`config.mk`:
```
export PLATFORM = sky130hd
export DESIGN_NAME = i2c_slave_byte_ctrl
export DESIGN_NICKNAME = d
export VERILOG_FILES = /design/src/rtl/i2cs_pkg.sv /design/src/rtl/i2cs_sync.sv /design/src/rtl/i2cs_engine.sv /design/src/rtl/i2cs_regs.sv /design/src/rtl/i2c_slave_byte_ctrl.sv
export SDC_FILE = /design/constraint.sdc
export NUM_CORES = 1
export LEC_CHECK = 0
export ABC_AREA = 1
export BUFFER_PORTS_ARGS = -buffer_cell sky130_fd_sc_hd__buf_2
export CAP_MARGIN = 20
export CORE_AREA = 5 5 95 97
export CTS_CLUSTER_SIZE = 8
export DETAILED_ROUTE_END_ITERATION = 6
export DIE_AREA = 0 0 100 102
export SLEW_MARGIN = 20
export SYNTH_ARGS = -nofsm -noshare
export SYNTH_HDL_FRONTEND = slang
export SYNTH_SLANG_ARGS = --single-unit
```
`constraint.sdc`:
```
create_clock -name clk -period 1.5 [get_ports clk]
set_input_delay 0.225 -clock clk [delete_from_list [all_inputs] [get_ports clk]]
set_output_delay 0.225 -clock clk [all_outputs]
set_load 0.1 [all_outputs]
```
`src/rtl/i2cs_pkg.sv`:
```
package i2cs_pkg;
   localparam int BYTE_W = 8;
   localparam int CODE_W = 5;

   typedef enum logic [3:0] {
      PH_IDLE, PH_ADDR, PH_IGNORE, PH_AACK, PH_RX, PH_RACK,
      PH_TXWAIT, PH_TX, PH_TACK
   } phase_t;

   // status codes, upper five bits of the visible byte
   localparam logic [CODE_W-1:0] ST_OWN_W   = 5'h0C; // 60h
   localparam logic [CODE_W-1:0] ST_GC      = 5'h0E; // 70h
   localparam logic [CODE_W-1:0] ST_DAT_ACK = 5'h10; // 80h
   localparam logic [CODE_W-1:0] ST_DAT_NAK = 5'h11; // 88h
   localparam logic [CODE_W-1:0] ST_GCD_ACK = 5'h12; // 90h
   localparam logic [CODE_W-1:0] ST_GCD_NAK = 5'h13; // 98h
   localparam logic [CODE_W-1:0] ST_ENDED   = 5'h14; // A0h
   localparam logic [CODE_W-1:0] ST_OWN_R   = 5'h15; // A8h
   localparam logic [CODE_W-1:0] ST_TX_ACK  = 5'h17; // B8h
   localparam logic [CODE_W-1:0] ST_TX_NAK  = 5'h18; // C0h
   localparam logic [CODE_W-1:0] ST_TX_LAST = 5'h19; // C8h
   localparam logic [CODE_W-1:0] ST_NONE    = 5'h1F; // F8h
endpackage

```
`src/rtl/i2cs_sync.sv`:
```
module i2cs_sync #(
   parameter int STAGES = 2
) (
   input  logic clk,
   input  logic rst_n,
   input  logic scl_in,
   input  logic sda_in,
   output logic scl_s,
   output logic sda_s,
   output logic scl_rise,
   output logic scl_fall,
   output logic start_det,
   output logic stop_det
);
   logic [1:0] line_raw;
   logic [1:0] line_s;
   logic [1:0] line_p;

   assign line_raw = {sda_in, scl_in};

   for (genvar gi = 0; gi < 2; gi++) begin : g_line
      logic [STAGES-1:0] chain;
      always_ff @(posedge clk or negedge rst_n) begin
         if (!rst_n) begin
            chain      <= '1;
            line_p[gi] <= 1'b1;
         end else begin
            chain      <= {chain[STAGES-2:0], line_raw[gi]};
            line_p[gi] <= chain[STAGES-1];
         end
      end
      assign line_s[gi] = chain[STAGES-1];
   end

   assign scl_s     = line_s[0];
   assign sda_s     = line_s[1];
   assign scl_rise  = line_s[0] & ~line_p[0];
   assign scl_fall  = ~line_s[0] & line_p[0];
   assign start_det = line_s[0] & line_p[0] & line_p[1] & ~line_s[1];
   assign stop_det  = line_s[0] & line_p[0] & ~line_p[1] & line_s[1];
endmodule

```
`src/rtl/i2cs_engine.sv`:
```
module i2cs_engine
   import i2cs_pkg::*;
#(
   parameter logic [BYTE_W-2:0] GC_ADDR = '0
) (
   input  logic                    clk,
   input  logic                    rst_n,
   input  logic                    scl_s,
   input  logic                    sda_s,
   input  logic                    scl_rise,
   input  logic                    scl_fall,
   input  logic                    start_det,
   input  logic                    stop_det,
   input  logic [BYTE_W-2:0]       own_addr,
   input  logic                    aa,
   input  logic                    aa_now,
   input  logic                    gc_en,
   input  logic [BYTE_W-1:0]       tx_byte,
   input  logic                    si,
   input  logic                    si_clear,
   input  logic                    sto_pulse,
   output logic                    set_evt,
   output logic [CODE_W-1:0]       set_code,
   output logic                    rx_we,
   output logic [BYTE_W-1:0]       rx_byte,
   output logic                    sda_low,
   output logic                    scl_low
);
   localparam int CNT_W = $clog2(BYTE_W + 1);
   localparam logic [CNT_W-1:0] CNT_FULL = CNT_W'(BYTE_W);
   localparam logic [CNT_W-1:0] CNT_LAST = CNT_W'(BYTE_W - 1);

   phase_t              phase_q, phase_n;
   logic [CNT_W-1:0]    cnt_q, cnt_n;
   logic [BYTE_W-1:0]   sh_q, sh_n;
   logic                sda_q, sda_n;
   logic                gc_q, gc_n;
   logic                last_q, last_n;
   logic                ack_q, ack_n;
   logic [CODE_W-1:0]   pend_q, pend_n;
   logic                stretch_q;
   logic                si_nxt;
   logic                own_hit, gc_hit;

   assign own_hit = aa && (sh_q[BYTE_W-1:1] == own_addr);
   assign gc_hit  = aa && gc_en && (sh_q[BYTE_W-1:1] == GC_ADDR) && !sh_q[0];

   always_comb begin
      phase_n  = phase_q;
      cnt_n    = cnt_q;
      sh_n     = sh_q;
      sda_n    = sda_q;
      gc_n     = gc_q;
      last_n   = last_q;
      ack_n    = ack_q;
      pend_n   = pend_q;
      set_evt  = 1'b0;
      set_code = ST_NONE;
      rx_we    = 1'b0;
      if (sto_pulse) begin
         phase_n = PH_IDLE;
         sda_n   = 1'b0;
      end else if (start_det || stop_det) begin
         if (phase_q == PH_RX) begin
            set_evt  = 1'b1;
            set_code = ST_ENDED;
         end
         phase_n = start_det ? PH_ADDR : PH_IDLE;
         cnt_n   = '0;
         sda_n   = 1'b0;
      end else begin
         unique case (phase_q)
            PH_ADDR: begin
               if (scl_rise) begin
                  sh_n  = {sh_q[BYTE_W-2:0], sda_s};
                  cnt_n = cnt_q + 1'b1;
               end else if (scl_fall && cnt_q == CNT_FULL) begin
                  if (own_hit) begin
                     sda_n   = 1'b1;
                     gc_n    = 1'b0;
                     pend_n  = sh_q[0] ? ST_OWN_R : ST_OWN_W;
                     phase_n = PH_AACK;
                  end else if (gc_hit) begin
                     sda_n   = 1'b1;
                     gc_n    = 1'b1;
                     pend_n  = ST_GC;
                     phase_n = PH_AACK;
                  end else begin
                     sda_n   = 1'b0;
                     phase_n = PH_IGNORE;
                  end
               end
            end
            PH_AACK: begin
               if (scl_fall) begin
                  set_evt  = 1'b1;
                  set_code = pend_q;
                  sda_n    = 1'b0;
                  cnt_n    = '0;
                  phase_n  = (pend_q == ST_OWN_R) ? PH_TXWAIT : PH_RX;
               end
            end
            PH_RX: begin
               if (scl_rise) begin
                  sh_n  = {sh_q[BYTE_W-2:0], sda_s};
                  cnt_n = cnt_q + 1'b1;
               end else if (scl_fall && cnt_q == CNT_FULL) begin
                  rx_we   = 1'b1;
                  sda_n   = aa;
                  ack_n   = aa;
                  pend_n  = gc_q ? (aa ? ST_GCD_ACK : ST_GCD_NAK)
                                 : (aa ? ST_DAT_ACK : ST_DAT_NAK);
                  phase_n = PH_RACK;
               end
            end
            PH_RACK: begin
               if (scl_fall) begin
                  set_evt  = 1'b1;
                  set_code = pend_q;
                  sda_n    = 1'b0;
                  cnt_n    = '0;
                  phase_n  = ack_q ? PH_RX : PH_IDLE;
               end
            end
            PH_TXWAIT: begin
               if (si_clear) begin
                  sh_n    = tx_byte;
                  last_n  = !aa_now;
                  sda_n   = !tx_byte[BYTE_W-1];
                  cnt_n   = '0;
                  phase_n = PH_TX;
               end
            end
            PH_TX: begin
               if (scl_fall) begin
                  cnt_n = cnt_q + 1'b1;
                  if (cnt_q == CNT_LAST) begin
                     sda_n   = 1'b0;
                     phase_n = PH_TACK;
                  end else begin
                     sh_n  = {sh_q[BYTE_W-2:0], 1'b0};
                     sda_n = !sh_q[BYTE_W-2];
                  end
               end
            end
            PH_TACK: begin
               if (scl_rise) begin
                  ack_n = !sda_s;
               end else if (scl_fall) begin
                  set_evt  = 1'b1;
                  set_code = !ack_q ? ST_TX_NAK : (last_q ? ST_TX_LAST : ST_TX_ACK);
                  phase_n  = (ack_q && !last_q) ? PH_TXWAIT : PH_IDLE;
               end
            end
            default: ;
         endcase
      end
   end

   assign si_nxt = set_evt | (si & ~si_clear);

   always_ff @(posedge clk or negedge rst_n) begin
      if (!rst_n) begin
         phase_q   <= PH_IDLE;
         cnt_q     <= '0;
         sh_q      <= '0;
         sda_q     <= 1'b0;
         gc_q      <= 1'b0;
         last_q    <= 1'b0;
         ack_q     <= 1'b0;
         pend_q    <= ST_NONE;
         stretch_q <= 1'b0;
      end else begin
         phase_q   <= phase_n;
         cnt_q     <= cnt_n;
         sh_q      <= sh_n;
         sda_q     <= sda_n;
         gc_q      <= gc_n;
         last_q    <= last_n;
         ack_q     <= ack_n;
         pend_q    <= pend_n;
         stretch_q <= si_nxt & (stretch_q | scl_fall);
      end
   end

   assign rx_byte = sh_q;
   assign sda_low = sda_q;
   assign scl_low = stretch_q;

   p_stretch_from_low_r3: assert property (@(posedge clk) disable iff (!rst_n)
      $rose(scl_low) |-> !scl_s);
   p_stretch_needs_flag_r3: assert property (@(posedge clk) disable iff (!rst_n)
      scl_low |-> si);
   p_addr_ack_needs_aa_r4: assert property (@(posedge clk) disable iff (!rst_n)
      ($rose(sda_low) && phase_q == PH_AACK) |-> $past(aa));
   p_quiet_unaddressed_r8: assert property (@(posedge clk) disable iff (!rst_n)
      (phase_q == PH_IDLE || phase_q == PH_IGNORE) |-> !sda_low);
endmodule

```
`src/rtl/i2cs_regs.sv`:
```
module i2cs_regs
   import i2cs_pkg::*;
#(
   parameter logic [BYTE_W-2:0] OWN_RESET = '0
) (
   input  logic               clk,
   input  logic               rst_n,
   input  logic               host_we,
   input  logic [1:0]         host_idx,
   input  logic [BYTE_W-1:0]  host_wdata,
   output logic [BYTE_W-1:0]  host_rdata,
   input  logic               set_evt,
   input  logic [CODE_W-1:0]  set_code,
   input  logic               rx_we,
   input  logic [BYTE_W-1:0]  rx_byte,
   output logic [BYTE_W-2:0]  own_addr,
   output logic               aa,
   output logic               aa_now,
   output logic               gc_en,
   output logic [BYTE_W-1:0]  tx_byte,
   output logic               si,
   output logic               si_clear,
   output logic               sto_pulse
);
   localparam int LOW_W = BYTE_W - CODE_W;

   logic              ctl_wr;
   logic [CODE_W-1:0] status_q;
   logic              clr_d;
   logic [BYTE_W-1:0] data_q;

   assign ctl_wr    = host_we && host_idx == 2'd0;
   assign si_clear  = ctl_wr && !host_wdata[2] && si;
   assign sto_pulse = ctl_wr && host_wdata[3];
   assign aa_now    = ctl_wr ? host_wdata[1] : aa;
   assign tx_byte   = data_q;

   always_ff @(posedge clk or negedge rst_n) begin
      if (!rst_n) begin
         aa       <= 1'b0;
         gc_en    <= 1'b0;
         si       <= 1'b0;
         own_addr <= OWN_RESET;
         data_q   <= '0;
         status_q <= ST_NONE;
         clr_d    <= 1'b0;
      end else begin
         if (ctl_wr) begin
            aa    <= host_wdata[1];
            gc_en <= host_wdata[0];
         end
         if (set_evt)       si <= 1'b1;
         else if (si_clear) si <= 1'b0;
         if (host_we && host_idx == 2'd1) own_addr <= host_wdata[BYTE_W-1:1];
         if (rx_we)                            data_q <= rx_byte;
         else if (host_we && host_idx == 2'd2) data_q <= host_wdata;
         clr_d <= si_clear && !set_evt;
         if (set_evt)    status_q <= set_code;
         else if (clr_d) status_q <= ST_NONE;
      end
   end

   always_comb begin
      unique case (host_idx)
         2'd0:    host_rdata = {{(BYTE_W-3){1'b0}}, si, aa, gc_en};
         2'd1:    host_rdata = {own_addr, 1'b0};
         2'd2:    host_rdata = data_q;
         default: host_rdata = {status_q, {LOW_W{1'b0}}};
      endcase
   end

   p_flag_set_not_idle_r1: assert property (@(posedge clk) disable iff (!rst_n)
      $rose(si) |-> status_q != ST_NONE);
   p_flag_host_clear_r2: assert property (@(posedge clk) disable iff (!rst_n)
      $fell(si) |-> $past(ctl_wr && !host_wdata[2]));
   p_status_hold_r12: assert property (@(posedge clk) disable iff (!rst_n)
      $fell(si) |-> $stable(status_q));
endmodule

```
`src/rtl/i2c_slave_byte_ctrl.sv`:
```
module i2c_slave_byte_ctrl
   import i2cs_pkg::*;
#(
   parameter int               SYNC_STAGES = 2,
   parameter logic [BYTE_W-2:0] OWN_RESET  = '0,
   parameter logic [BYTE_W-2:0] GC_ADDR    = '0
) (
   input  logic              clk,
   input  logic              rst_n,
   input  logic              host_we,
   input  logic [1:0]        host_idx,
   input  logic [BYTE_W-1:0] host_wdata,
   output logic [BYTE_W-1:0] host_rdata,
   output logic              irq,
   input  logic              scl_in,
   input  logic              sda_in,
   output logic              scl_drive_low,
   output logic              sda_drive_low
);
   if (SYNC_STAGES < 2) begin : g_bad_sync
      $error("SYNC_STAGES must be at least 2");
   end

   logic scl_s, sda_s, scl_rise, scl_fall, start_det, stop_det;
   logic set_evt, rx_we, aa, aa_now, gc_en, si, si_clear, sto_pulse;
   logic [CODE_W-1:0] set_code;
   logic [BYTE_W-1:0] rx_byte, tx_byte;
   logic [BYTE_W-2:0] own_addr;

   i2cs_sync #(.STAGES(SYNC_STAGES)) u_sync (
      .clk(clk), .rst_n(rst_n), .scl_in(scl_in), .sda_in(sda_in),
      .scl_s(scl_s), .sda_s(sda_s), .scl_rise(scl_rise), .scl_fall(scl_fall),
      .start_det(start_det), .stop_det(stop_det));

   i2cs_engine #(.GC_ADDR(GC_ADDR)) u_engine (
      .clk(clk), .rst_n(rst_n), .scl_s(scl_s), .sda_s(sda_s),
      .scl_rise(scl_rise), .scl_fall(scl_fall), .start_det(start_det),
      .stop_det(stop_det), .own_addr(own_addr), .aa(aa), .aa_now(aa_now),
      .gc_en(gc_en), .tx_byte(tx_byte), .si(si), .si_clear(si_clear),
      .sto_pulse(sto_pulse), .set_evt(set_evt), .set_code(set_code),
      .rx_we(rx_we), .rx_byte(rx_byte), .sda_low(sda_drive_low),
      .scl_low(scl_drive_low));

   i2cs_regs #(.OWN_RESET(OWN_RESET)) u_regs (
      .clk(clk), .rst_n(rst_n), .host_we(host_we), .host_idx(host_idx),
      .host_wdata(host_wdata), .host_rdata(host_rdata), .set_evt(set_evt),
      .set_code(set_code), .rx_we(rx_we), .rx_byte(rx_byte),
      .own_addr(own_addr), .aa(aa), .aa_now(aa_now), .gc_en(gc_en),
      .tx_byte(tx_byte), .si(si), .si_clear(si_clear), .sto_pulse(sto_pulse));

   assign irq = si;
endmodule

```
==> impl_metrics.csv, run 1 <==
group,metric,value,unit
logic_synthesis,ys_types,37,
hold_path,holdCritStartpoint,"host_wdata[0]",
clock_tree,cts_buffers,5,
clock_tree,clock_latency,330,ps
status,status,"finished with violations",
timing,worst_slew_pin_slew,524.6,ps
clock_tree,clock_path_buffers,2,
placed_design,dpl_cell_area,4504,um^2
timing,max_freq,582.8,MHz
routing,totalWireLength,11.97,mm
worst_setup_path,crit_fanout,5,
final_layout,drive_gt1_share,49.92,%
pwr,comb_power_share,59.2,%
pwr,p_sw_share,46.24,%
clock_tree,root_buffer,"clkbuf_8",
timing,fin_crit_sh,114.4,%
floorplan,start_util,43.31,%
timing,fin_ws,-215.8,ps
pwr,p_sw,3.840,mW
global_routing,first_global_vias,3756,
final_layout,final_area,5520,um^2
logic_synthesis,synth_seq_area_share,40.76,%
timing,relSlewSlack,64.65,%
worst_setup_path,max_stage_delay,490,ps
pwr,power_leakage,2.715,nW
clock_tree,cts.sinks,56,
hold_path,min_path_cells,2,
timing,setup_viol,42,
pwr,power.internal,4.464,mW
timing,hold_viol,0,
placed_design,place_ws,-186.3,ps
worst_setup_path,r2r_end,"u_engine.cnt_q[1]",
global_routing,grt_pass1_wl,18.64,mm
global_routing,antenna_found_initial,0,
placed_design,dpl.hpwl,8.036,mm
logic_synthesis,netlist.area_leader.share,28.70,%
worst_setup_path,cp.buffers_inverters,3,
clock_tree,cts_tree,"yes",
routing,final_antenna_net_count,0,
timing,slew_violations,0,
logic_synthesis,synth_cells,486,
worst_setup_path,endpoint_kind,"flop",
timing,post-route-min-period,1716,ps
logic_synthesis,ys.flop_type,"dfrtp_1",
logic_synthesis,syn_nets,503,
placed_design,place.port_buffers,25,
global_routing,grt-ovfl-total,0,
final_layout,syn_to_final_growth,58.31,%
routing,wl_per_cell,16.31,um
logic_synthesis,ys_ff_latch,56,
timing,clock_skew,15.54,ps
worst_setup_path,critPathKind,"reg -> reg",
final_layout,final_net_count,645,
worst_setup_path,reg2reg_depth,11,
pwr,peakVddDrop,0.9256,mV
logic_synthesis,syn_area,3487,um^2
routing,first_iter_violations,274,
worst_setup_path,critPathArrivalTime,1980,ps
worst_setup_path,worstReg2RegStart,"u_engine.phase_q[0]",
logic_synthesis,synth_edf_count,0,
global_routing,groute.usage.overall,23.21,%
pwr,power_density,1504,nW/um^2
pwr,clkPwrFrac,12.5,%
hold_path,hp-class,"in -> reg",
pwr,power,8.304,mW
final_layout,antenna_cells,0,
worst_setup_path,crit_chain,"inv_2 > nor2_4 > nand2_2 > nand2_4 > buf_6 > nand3_1 > o21ai_4 > nor2_4 > buf_6 > nand4_1 > nand2_1",
clock_tree,path_clk_slew,100,ps
clock_tree,ctsHtreeMaxLevel,2,
floorplan,die_area,10200,um^2
floorplan,ioPinCount,26,
floorplan,num_rows,33,
pwr,sequentialPowerShare,28.2,%
logic_synthesis,avgSynthCellArea,7.175,um^2
logic_synthesis,ys_warn_count,0,
global_routing,grt_max_degree,57,
routing,drc_errors,0,
logic_synthesis,async_reset_ff_share,100.0,%
routing,vias,3864,
timing,rsz0062_at_grt,"yes",
job,drv_cap,0,
timing,fin_hold_ws,166.3,ps
worst_setup_path,worst_setup_path_start_kind,"flop",
routing,viasPerCell,5.264,
status,violations,"negative setup slack",
floorplan,core_area,8051,um^2
placed_design,globalplace.congestion,0.8933,
worst_setup_path,r2r_slack,-220,ps
floorplan,die_y,102,um
worst_setup_path,crit_family,"simple AND/OR/NAND/NOR gates",
routing,dr.pass1.iters,5,
worst_setup_path,critPathRequiredTime,1760,ps
hold_path,hold_path_end,"u_regs.gc_en",
final_layout,num-fill-cells,608,
floorplan,die_w,100,um
logic_synthesis,synth_top_cell_by_area,"dfrtp_1",
logic_synthesis,synth.area.top_cells,"dfrtp_1, nand2_1, dfstp_2",
final_layout,finalCoreUtilization,68.56,%
worst_setup_path,slowest_stage,"dfrtp_2",
==> layer usage <==
metal  GRT usage [%]  part of all wire, %  vias to the layer above
met4           9.534                  3.5                        0
met5               0                    0                        -
met1           30.82                   43                     1848
met3           3.208                  4.9                       30
li1                -                    -                     1857
met2           38.38                   49                      129
==> flip-flops by register name, summed over array words and instances, names as in the netlist <==
register             count
u_engine.rx_byte         8
u_regs.tx_byte           8
u_regs.own_addr          7
u_engine.pend_q          5
u_regs.status_q          5
u_engine.cnt_q           4
u_engine.phase_q         4
u_sync.g_line.chain      4
u_sync.line_p            2
u_engine.ack_q           1
u_engine.gc_q            1
u_engine.last_q          1
u_engine.scl_low         1
u_engine.sda_low         1
u_regs.aa                1
u_regs.clr_d             1
u_regs.gc_en             1
u_regs.si                1
==> placed cells by master, fill, tap and decap left out, types with 2 or more instances in the layout <==
| cell | n |
|---|---|
| inv_6 | 3 |
| buf_6 | 20 |
| nand3_4 | 6 |
| a21oi_2 | 3 |
| nand3_1 | 28 |
| o21a_1 | 2 |
| dlygate4sd3_1 | 3 |
| buf_4 | 85 |
| nor2_1 | 24 |
| ha_1 | 2 |
| dfstp_2 | 16 |
| o21ai_0 | 12 |
| o21ai_4 | 2 |
| nor2_4 | 11 |
| o21ai_2 | 13 |
| dfrtp_1 | 33 |
| nand2_2 | 33 |
| clkbuf_8 | 5 |
| buf_2 | 17 |
| inv_1 | 45 |
| nor3_4 | 2 |
| o211ai_1 | 11 |
| inv_2 | 16 |
| nand3_2 | 16 |
| nand4_1 | 10 |
| inv_4 | 5 |
| nor3_2 | 2 |
| nor2_2 | 8 |
| dfrtp_2 | 6 |
| nand2_1 | 116 |
| a21oi_1 | 10 |
| buf_12 | 11 |
| nand2_8 | 5 |
| o21ai_1 | 13 |
| nand2_4 | 18 |
| inv_8 | 2 |
==> area by class of cell <==
cell class	instances	area [um^2]	share of cell area (%)
Tap cell	105	131.4	2.380
Sequential cell	56	1433	25.95
Multi-Input combinational cell	358	2321	42.04
Timing Repair Buffer	137	1224	22.17
Clock inverter	2	38.79	0.7026
Clock buffer	6	72.57	1.315
Inverter	70	300.3	5.440
==> per-stage QoR <==
step / std cells / setup TNS, ps
after floorplan: 486 / -2925
after global placement: 689 / -3342
after detailed placement: 689 / -4496
after CTS: 724 / -3593
after global routing: 734 / -8006
final: 734 / -5108
==> worst max-delay path by stage <==
stage	from	end	slack, ps	depth (start not counted)
floorplan	u_regs.status_q[0]	host_rdata[3]	-720	2
global placement	host_idx[1]	u_engine.scl_low	-180	7
detailed placement	u_sync.g_line[1].chain[1]	u_engine.cnt_q[1]	-190	10
CTS	u_regs.status_q[0]	host_rdata[3]	-170	3
global route	u_engine.phase_q[0]	u_engine.cnt_q[1]	-290	11
finish	u_engine.phase_q[0]	u_engine.cnt_q[1]	-220	11
==> logic make-up after synthesis <==
kind of cell | share of synthesized area, %
AO/OA/AOI/OAI | 12.13
XOR/XNOR | 0.2512
adder cells (fa/ha/maj) | 0.7175
buffers and inverters | 8.432
flip-flops | 40.76
multiplexers | 0.3229
AND/OR/NAND/NOR | 37.39
==> what timing repair did <==
action,CTS,global route
cloned,2,0
hold buffers,3,0
gates resized for setup,108,66
hold endpoints to repair,42,0
setup endpoints to repair,46,48
pin swaps,35,44
buffers inserted,22,11
==> synthesized netlist by cell type (all sizes together) (2+ instances only) <==
library cell / n
dfstp: 16
nor2: 43
ha: 2
o21a: 2
a21oi: 14
nand2: 170
nor3: 5
o21ai: 40
o211ai: 11
nand4: 11
dfrtp: 40
inv: 70
a21boi: 2
buf: 3
nand3: 50
==> power groups by stage <==
| stage | registers [mW] | clock network, mW | logic (mW) |
|---|---|---|---|
| 3_5_place_dp | 2.27 | 0 | 3.68 |
| 6_report | 2.34 | 1.04 | 4.92 |
| 2_1_floorplan | 2.42 | 0 | 2.15 |
| 5_1_grt | 2.40 | 1.12 | 5.24 |
| 3_3_place_gp | 2.27 | 0 | 3.64 |
| 4_1_cts | 2.30 | 1.05 | 4.40 |
No activity file was read; power rests on OpenSTA's default activity.
==> run 2, diff against run 1 <==
CAP_MARGIN = default   (was 20)
clock period = 1.8 ns   (was 1.5 ns; I/O delays follow)
==> run 2 against run 1 <==
Net effect: setup slack improved by 290 ps; combinational power shrank 46%; sequential share of layout area rose by 8.2 points; clock power fell by 24%; final area is 24% lower; the run now ends clean; cell count is 12% lower; wire length down 21%; critical path depth is the same; count of clock-buffer cells in the layout is 1 lower; global-route usage fell by 3.8 points; utilization down 17 points; total power shrank 36%.
==> impl_metrics.csv, run 2 (same netlist as run 1, synthesis figures left out) <==
group,metric,value,unit
timing,slew_violations,0,
routing,wl_per_cell,14.71,um
worst_setup_path,worstReg2RegStart,"u_sync.g_line[1].chain[1]",
worst_setup_path,crit_fanout,6,
final_layout,multi_input_area,1814,um^2
hold_path,hold_path_end,"u_sync.g_line[0].chain[0]",
final_layout,antenna_cells,0,
final_layout,finalCoreUtilization,51.78,%
routing,viasPerCell,5.160,
placed_design,globalplace.congestion,0.9439,
floorplan,ioPinCount,26,
global_routing,grt-ovfl-total,0,
global_routing,antenna_found_initial,0,
hold_path,min_path_cells,1,
worst_setup_path,endpoint_kind,"flop",
final_layout,layout_common_cells,"nand2_1, inv_1, nand3_1",
global_routing,groute.usage.overall,19.41,%
timing,relSlewSlack,67.99,%
routing,first_iter_violations,194,
timing,worst_slew_pin_slew,483.5,ps
timing,post-route-min-period,1726,ps
global_routing,first_global_vias,3136,
timing,hold_viol,0,
pwr,power.internal,2.772,mW
worst_setup_path,reg2reg_depth,11,
clock_tree,clock_path_buffers,2,
hold_path,holdCritStartpoint,"scl_in",
clock_tree,cts_buffers,5,
routing,totalWireLength,9.456,mm
job,drv_cap,0,
final_layout,drive_gt1_share,25.28,%
clock_tree,path_clk_slew,120,ps
timing,fin_tns_setup,0,ps
timing,fin_crit_sh,95.89,%
routing,vias,3318,
floorplan,core_area,8051,um^2
worst_setup_path,slowest_stage,"dfstp_2",
floorplan,die_area,10200,um^2
timing,rsz0062_at_grt,"yes",
hold_path,hp-class,"in -> reg",
worst_setup_path,critPathArrivalTime,2000,ps
status,status,"finished, final reports clean",
floorplan,start_util,43.31,%
timing,max_freq,579.4,MHz
pwr,p_sw_share,48.07,%
routing,drc_errors,0,
placed_design,dpl.hpwl,7.339,mm
clock_tree,cts_tree,"yes",
floorplan,num_rows,33,
worst_setup_path,worst_setup_path_start_kind,"flop",
clock_tree,root_buffer,"clkbuf_8",
final_layout,syn_to_final_growth,19.56,%
timing,setup_viol,0,
global_routing,grt_pass1_wl,15.62,mm
placed_design,place_ws,81.45,ps
routing,final_antenna_net_count,0,
timing,fin_ws,73.97,ps
worst_setup_path,critPathRequiredTime,2080,ps
clock_tree,cts.sinks,56,
pwr,power_leakage,2.121,nW
worst_setup_path,r2r_slack,70,ps
placed_design,place.port_buffers,25,
timing,fin_hold_ws,26.30,ps
routing,dr.pass1.iters,5,
worst_setup_path,crit_chain,"inv_2 > nand2_1 > nand2_2 > nand2_4 > nand2_4 > nor2_4 > inv_2 > nor2_4 > buf_4 > nand3_1 > nand2_1",
pwr,power_density,1280,nW/um^2
clock_tree,ctsHtreeMaxLevel,2,
final_layout,final_common_cell,"nand2_1",
final_layout,num-fill-cells,817,
final_layout,ff_latch_area,1423,um^2
pwr,peakVddDrop,0.6624,mV
worst_setup_path,critPathKind,"reg -> reg",
clock_tree,clock_latency,320,ps
timing,clock_skew,3.862,ps
floorplan,die_y,102,um
worst_setup_path,r2r_end,"u_engine.pend_q[3]",
pwr,power,5.338,mW
pwr,sequentialPowerShare,35.7,%
global_routing,grt_max_degree,57,
floorplan,die_w,100,um
pwr,comb_power_share,49.4,%
pwr,clkPwrFrac,14.9,%
final_layout,final_net_count,554,
pwr,p_sw,2.566,mW
worst_setup_path,max_stage_delay,590,ps
==> run 2: critical path: cells and delay by family (launching register included) <==
family / cells / cell delay (ps)
buf+inv: 3 / 250
flops: 1 / 590
simple gates: 8 / 820
==> run 2: stage by stage <==
step	area, um^2	cells
after floorplan	3508	486
after global placement	4009	631
after detailed placement	4009	631
after CTS	4116	640
after global routing	4169	643
final	4169	643
==> run 2: cell type report <==
type                    count  share of cell area (%)
clock buffers               5                   1.651
clock inverters             3                  0.6903
inverters                  70                   6.483
multi-input cells         356                   43.52
flip-flops and latches     56                   34.12
well taps                 105                   3.151
repair buffers             48                   10.38
==> run 2: how the worst max path moves through the flow <==
stage,start,end
after detailed placement,u_sync.g_line[1].chain[1],u_engine.cnt_q[0]
after global routing,u_sync.g_line[1].chain[1],u_engine.pend_q[3]
final,u_sync.g_line[1].chain[1],u_engine.pend_q[3]
after CTS,u_sync.g_line[1].chain[1],u_engine.cnt_q[0]
after floorplan,u_regs.status_q[0],host_rdata[3]
after global placement,u_sync.g_line[1].chain[1],u_regs.tx_byte[1]
==> run 2: repair_timing <==
action | in CTS | in global routing
gates resized for setup | 0 | 10
endpoints found under the hold margin | 40 | 0
hold buffers | 1 | 0
buffers inserted | 0 | 3
setup endpoints to repair | 0 | 33
==> run 2: power by group through the flow <==
stage / clock network, mW / logic (mW) / registers [mW]
final: 0.793 / 2.64 / 1.91
after global placement: 0 / 2.55 / 1.92
after floorplan: 0 / 1.77 / 2.01
after CTS: 0.803 / 2.59 / 1.90
after global routing: 0.868 / 2.92 / 1.95
after detailed placement: 0 / 2.59 / 1.93
==> run 2: routing by layer <==
metal,part of all wire [%],global-route usage (%),up-vias
li1,-,-,1662
met1,46,26.73,1548
met2,47,31.66,96
met3,5.7,3.686,12
met4,1.4,4.974,0
met5,0,0,-
